$ cat src/rtl/panel_pkg.sv
// Shared constants for the front panel register: bit map, reset value,
// button indices. Bit positions are decoded by software, so they are fixed.
package panel_pkg;
    localparam int REG_W   = 8;
    localparam int NUM_BTN = 3;

    // Button indices in the packed button vectors
    localparam int BTN_PWR = 0;
    localparam int BTN_VUP = 1;
    localparam int BTN_VDN = 2;

    // Register bit positions
    localparam int B_VUP_HOLD = 7;
    localparam int B_VUP_EVT  = 6;
    localparam int B_VDN_HOLD = 5;
    localparam int B_VDN_EVT  = 4;
    localparam int B_PWR_EVT  = 1;
    localparam int B_PWR_ST   = 0;

    localparam logic [REG_W-1:0] EVT_MASK  = 8'h52;
    localparam logic [REG_W-1:0] RESET_VAL = 8'hA1;
endpackage

$ cat src/rtl/panel_btn_sync.sv
// Button synchronizer and edge detector.
// Brings one asynchronous active-low button into the clock domain through
// STAGES flops, then compares with one more flop to emit single-cycle press
// (1->0) and release (0->1) pulses. Assumes STAGES >= 2 and that the
// input is already debounced. All flops reset to "released".
module panel_btn_sync #(
    parameter int STAGES = 2
) (
    input  logic clk,
    input  logic rst_n,
    input  logic btn_n,
    output logic press,
    output logic release_p
);
    localparam int MSB = STAGES - 1;

    logic [MSB:0] chain;
    logic         prev;

    // Synchronizer shift chain
    always_ff @(posedge clk) begin
        if (!rst_n) chain <= '1;
        else        chain <= {chain[MSB-1:0], btn_n};
    end

    // Delayed copy of the synchronized level for edge detection
    always_ff @(posedge clk) begin
        if (!rst_n) prev <= 1'b1;
        else        prev <= chain[MSB];
    end

    // Edge pulses from synchronized level vs. its delayed copy
    always_comb begin
        press     = prev & ~chain[MSB];
        release_p = ~prev & chain[MSB];
    end

    // a press pulse lasts exactly one cycle
    assert_press_single_R2: assert property (@(posedge clk) disable iff (!rst_n)
        press |=> !press);
    // a release pulse lasts exactly one cycle
    assert_release_single_R3: assert property (@(posedge clk) disable iff (!rst_n)
        release_p |=> !release_p);
endmodule

$ cat src/rtl/panel_evt_core.sv
// Panel status register core.
// Holds the sticky event flags, the volume hold flags and the power-state
// flag, and applies press/release pulses and write-one-to-clear writes.
// Assumes press/release pulses are single-cycle and synchronous.
// A press beats a same-cycle clearing write on the same flag.
module panel_evt_core
    import panel_pkg::*;
(
    input  logic               clk,
    input  logic               rst_n,
    input  logic [NUM_BTN-1:0] press,
    input  logic [NUM_BTN-1:0] release_p,
    input  logic               wr_en,
    input  logic [REG_W-1:0]   wr_data,
    output logic [REG_W-1:0]   panel_q
);
    logic [REG_W-1:0] q_nxt;
    logic [REG_W-1:0] clr;

    // Register state update
    always_ff @(posedge clk) begin
        if (!rst_n) panel_q <= RESET_VAL;
        else        panel_q <= q_nxt;
    end

    // Next-state logic: set on press, clear on write, holds track edges
    always_comb begin
        clr   = wr_en ? (wr_data & EVT_MASK) : '0;
        q_nxt = panel_q;

        q_nxt[B_VUP_EVT] = press[BTN_VUP] | (panel_q[B_VUP_EVT] & ~clr[B_VUP_EVT]);
        q_nxt[B_VDN_EVT] = press[BTN_VDN] | (panel_q[B_VDN_EVT] & ~clr[B_VDN_EVT]);
        q_nxt[B_PWR_EVT] = press[BTN_PWR] |
                           (panel_q[B_PWR_EVT] & ~clr[B_PWR_EVT] & ~release_p[BTN_PWR]);

        if (press[BTN_VUP])          q_nxt[B_VUP_HOLD] = 1'b0;
        else if (release_p[BTN_VUP]) q_nxt[B_VUP_HOLD] = 1'b1;

        if (press[BTN_VDN])          q_nxt[B_VDN_HOLD] = 1'b0;
        else if (release_p[BTN_VDN]) q_nxt[B_VDN_HOLD] = 1'b1;

        q_nxt[3:2]      = 2'b00;
        q_nxt[B_PWR_ST] = panel_q[B_PWR_ST];
    end

    // press sets event and clears hold
    assert_vup_press_R2: assert property (@(posedge clk) disable iff (!rst_n)
        press[BTN_VUP] |=> (panel_q[B_VUP_EVT] && !panel_q[B_VUP_HOLD]));
    assert_vdn_press_R2: assert property (@(posedge clk) disable iff (!rst_n)
        press[BTN_VDN] |=> (panel_q[B_VDN_EVT] && !panel_q[B_VDN_HOLD]));
    // release restores hold, keeps event
    assert_vup_release_R3: assert property (@(posedge clk) disable iff (!rst_n)
        (release_p[BTN_VUP] && !wr_en) |=>
            (panel_q[B_VUP_HOLD] && $stable(panel_q[B_VUP_EVT])));
    // power press sets, release clears
    assert_pwr_press_R4: assert property (@(posedge clk) disable iff (!rst_n)
        press[BTN_PWR] |=> panel_q[B_PWR_EVT]);
    assert_pwr_release_R4: assert property (@(posedge clk) disable iff (!rst_n)
        release_p[BTN_PWR] |=> !panel_q[B_PWR_EVT]);
    // a clearing write without a press empties the flag
    assert_w1c_vdn_R5: assert property (@(posedge clk) disable iff (!rst_n)
        (wr_en && wr_data[B_VDN_EVT] && !press[BTN_VDN]) |=> !panel_q[B_VDN_EVT]);
    // writes leave hold flags alone
    assert_w1c_hold_R5: assert property (@(posedge clk) disable iff (!rst_n)
        (wr_en && !press[BTN_VUP] && !release_p[BTN_VUP]) |=> $stable(panel_q[B_VUP_HOLD]));
    // press beats clearing write
    assert_press_wins_R7: assert property (@(posedge clk) disable iff (!rst_n)
        (press[BTN_VUP] && wr_en && wr_data[B_VUP_EVT]) |=> panel_q[B_VUP_EVT]);
    // no event without an edge
    assert_edge_only_R9: assert property (@(posedge clk) disable iff (!rst_n)
        (!press[BTN_VDN] && !panel_q[B_VDN_EVT]) |=> !panel_q[B_VDN_EVT]);
endmodule

$ cat src/rtl/panel_irq_reg.sv
// Front panel button interrupt register, top level.
// Synchronizes the three buttons (one generated instance each), feeds the
// pulses into the register core and drives the request from the event
// flags. Assumes debounced buttons; reset is synchronous and active low.
module panel_irq_reg
    import panel_pkg::*;
#(
    parameter int SYNC_STAGES = 2
) (
    input  logic             clk,
    input  logic             rst_n,
    input  logic             pwr_btn_n,
    input  logic             vup_btn_n,
    input  logic             vdn_btn_n,
    input  logic             wr_en,
    input  logic [REG_W-1:0] wr_data,
    output logic [REG_W-1:0] rd_data,
    output logic             irq
);
    logic [NUM_BTN-1:0] btn_n;
    logic [NUM_BTN-1:0] press;
    logic [NUM_BTN-1:0] release_p;
    logic [REG_W-1:0]   panel_q;

    // Pack the buttons by index
    always_comb begin
        btn_n[BTN_PWR] = pwr_btn_n;
        btn_n[BTN_VUP] = vup_btn_n;
        btn_n[BTN_VDN] = vdn_btn_n;
    end

    for (genvar i = 0; i < NUM_BTN; i++) begin : g_sync
        panel_btn_sync #(.STAGES(SYNC_STAGES)) u_sync (
            .clk      (clk),
            .rst_n    (rst_n),
            .btn_n    (btn_n[i]),
            .press    (press[i]),
            .release_p(release_p[i])
        );
    end

    panel_evt_core u_core (
        .clk      (clk),
        .rst_n    (rst_n),
        .press    (press),
        .release_p(release_p),
        .wr_en    (wr_en),
        .wr_data  (wr_data),
        .panel_q  (panel_q)
    );

    // Read path and request from the event flags
    always_comb begin
        rd_data = panel_q;
        irq     = |(panel_q & EVT_MASK);
    end

    // request only rises after a press pulse
    assert_irq_rise_R6: assert property (@(posedge clk) disable iff (!rst_n)
        $rose(irq) |-> $past(|press));
    // request only falls after a write or a power release
    assert_irq_fall_R6: assert property (@(posedge clk) disable iff (!rst_n)
        $fell(irq) |-> ($past(wr_en) || $past(release_p[BTN_PWR])));
endmodule

$ cat config.mk
export PLATFORM = sky130hd
export DESIGN_NAME = panel_irq_reg
export DESIGN_NICKNAME = d
export VERILOG_FILES = /design/src/rtl/panel_pkg.sv /design/src/rtl/panel_btn_sync.sv /design/src/rtl/panel_evt_core.sv /design/src/rtl/panel_irq_reg.sv
export SDC_FILE = /design/constraint.sdc
export NUM_CORES = 1
export LEC_CHECK = 0
export ABC_CLOCK_PERIOD_IN_PS = 1050
export BUFFER_PORTS_ARGS = -buffer_cell sky130_fd_sc_hd__buf_2
export CORE_AREA = 2 2 39 41
export CTS_CLUSTER_SIZE = 25
export DETAILED_ROUTE_END_ITERATION = 8
export DIE_AREA = 0 0 41 43
export MAX_ROUTING_LAYER = met4
export PLACE_DENSITY = 0.73
export SYNTH_ARGS = -nofsm -noshare
export SYNTH_HDL_FRONTEND = slang
export SYNTH_SLANG_ARGS = --single-unit
$ cat constraint.sdc
create_clock -name clk -period 1.05 [get_ports clk]
set_input_delay 0.1575 -clock clk [delete_from_list [all_inputs] [get_ports clk]]
set_output_delay 0.1575 -clock clk [all_outputs]
set_load 0.02 [all_outputs]
==> impl_metrics.csv <==
group,metric,value,unit
worst_setup_path,arrival,1.12,ns
drt,drtAntennaViolNets,0,
floorplan,initial_utilization,36.6,%
yosys,yosys_warnings,0,
global_route,overflow,0,
status,failed_checks,"setup timing",
power_and_ir_drop,power,1.06,mW
global_route,first_global_vias,312,
drt,drtIter0Drc,5,
place,dp_worst_setup_slack,0.0586,ns
timing,final_max_slew_viol_count,0,
worst_setup_path,cp.required,0.89,ns
run,cap_violations,0,
place,port_buffers,14,
global_route,grt_use_total,10.3,%
floorplan,dieWidth,41,um
power_and_ir_drop,p_per_area,1630,nW/um^2
power_and_ir_drop,vdd_drop_max,778,uV
floorplan,die_h,43,um
cts,clock_path_buffers,2,
yosys,yosys_register_bits,14,
drt,vias_per_cell,4.07,
global_route,grt_first_pass_wirelength,1.12,mm
timing,finClkSkew,0.00382,ns
yosys,netlist.area_leader.share,55.3,%
min_path,hp-class,"input port to flop",
timing,layout_setup_ws,-0.226,ns
timing,max_freq,0.784,GHz
finish,drive_gt1_share,37.3,%
yosys,synth_cell_types,15,
finish,nets,84,
cts,clk_pin_slew_worst_paths,0.09,ns
status,status,"finished, violations left",
worst_setup_path,crit_path_start_kind,"flop",
finish,post-route-util,46.7,%
yosys,syn_inst,51,
worst_setup_path,end_kind,"output port",
drt,drt-total-wl,717,um
floorplan,core,1380,um^2
cts,cts_htree_levels,1,
timing,finalCritPeriodShare,121,%
drt,drc,0,
floorplan,dieArea,1760,um^2
floorplan,rows,14,
place,gp_congestion,0.594,
timing,rsz0062_at_grt,"yes",
yosys,yosysSeqAreaShare,55.3,%
drt,post_drt_wl_per_cell,8.64,um
timing,period_minus_slack,1.28,ns
yosys,syn_area,507,um^2
cts,clock-sinks,14,
drt,dr.pass1.iters,3,
timing,final_hold_viol_count,0,
cts,clock_tree.root_cell,"clkbuf_4",
finish,final_cell_mix,"dfxtp_1, buf_2, nand2_1, inv_1, or2b_1",
cts,cts_buffers,3,
finish,antenna_cells,0,
worst_setup_path,cp_max_fo,2,
timing,setup_violations,1,
cts,clk_latency,0.28,ns
cts,cts_tree,"done",
yosys,synth_top_cell_by_area,"dfxtp_1",
power_and_ir_drop,p_leak,0.311,nW
finish,fill_cells,134,
place,placed_area,571,um^2
floorplan,boundaryPins,23,
yosys,synth_area_leaders,"dfxtp_1, buf_4, nand2_1, or2b_1, ha_1",
global_route,antenna_found_initial,0,
worst_setup_path,rrSetupSlack,0.07,ns
global_route,grt_max_degree,15,
timing,hold-worst-slack,0.0482,ns
yosys,syn_avg_cell_area,9.94,um^2
finish,area_growth,27.7,%
finish,fin_area,647,um^2
drt,vias,338,
worst_setup_path,crit_type,"flop to output port",
## sequential cells by signal, indices dropped and copies added, names as in the netlist
name and cells:
u_core.panel_q 5, g_sync.u_sync.chain 6, g_sync.u_sync.prev 3
## power breakdown
part / switching (mW) / internal (mW) / total, mW
Combinational: 0.0572 / 0.0564 / 0.114
Clock: 0.174 / 0.211 / 0.385
Sequential: 0.00757 / 0.552 / 0.559
Total: 0.239 / 0.819 / 1.06
## Yosys cell counts
| cell | n |
|---|---|
| a21boi_1 | 1 |
| mux2i_1 | 2 |
| nand2b_1 | 2 |
| dfxtp_1 | 14 |
| ha_1 | 2 |
| or3_1 | 1 |
| conb_1 | 2 |
| o21ai_1 | 1 |
| a21boi_2 | 1 |
| or2b_1 | 4 |
| nand2_1 | 8 |
| buf_4 | 4 |
| a21oi_1 | 2 |
| nor2b_1 | 2 |
| inv_1 | 5 |
## what timing repair did
action,4_1_cts,5_1_grt
gates resized for setup,3,6
setup endpoints to repair,1,3
pin swaps,0,0
hold buffers,0,0
buffers inserted,1,0
## final cells by class
class	instances	area, um^2	area share (%)
flip-flops and latches	14	283	43.7
repair buffers	15	90.1	13.9
multi-input cells	29	199	30.8
inverters	5	18.8	2.90
clock buffers	4	36.3	5.61
well taps	16	20.0	3.09
## worst max-delay path: stages, from the launching register on
cell     delay [ns]
dfxtp_2        0.33
or3_4          0.38
buf_6          0.14
## path summary, 6_finish.rpt
kind                                           to  cells past startpoint                                  from
max                                           irq                      2          u_core.panel_q[1]$_SDFF_PN0_
min          g_sync[0].u_sync.chain[0]$_SDFF_PN1_                      2                             pwr_btn_n
max reg2reg        u_core.panel_q[5]$_SDFFE_PN1P_                      4  g_sync[2].u_sync.chain[1]$_SDFF_PN1_
min reg2reg  g_sync[2].u_sync.chain[1]$_SDFF_PN1_                      1  g_sync[2].u_sync.chain[0]$_SDFF_PN1_
## logic make-up (layout without fill, tap and decap cells)
logic type / count (synthesis) / count (layout) / synth area share (%)
compound gates: 5 / 5 / 6.67
fa+ha+maj: 2 / 2 / 4.94
buf+inv: 9 / 24 / 9.63
flops: 14 / 14 / 55.3
mux: 2 / 2 / 3.95
other cells: 2 / 3 / 1.48
simple gates: 17 / 17 / 18.0
## through the flow
stage               setup TNS [ns]  instances
detailed placement               0         78
global placement                 0         78
global route                -0.266         83
CTS                         -0.232         83
finish                      -0.226         83
floorplan                        0         52
## routing by layer
metal	track usage [%]	share of wire (%)
met1	9.60	46
met2	15.3	46
met3	3.14	7.3
met4	10.0	0.56
met5	-	0
Note: power is estimated with default switching activity, not from simulation.
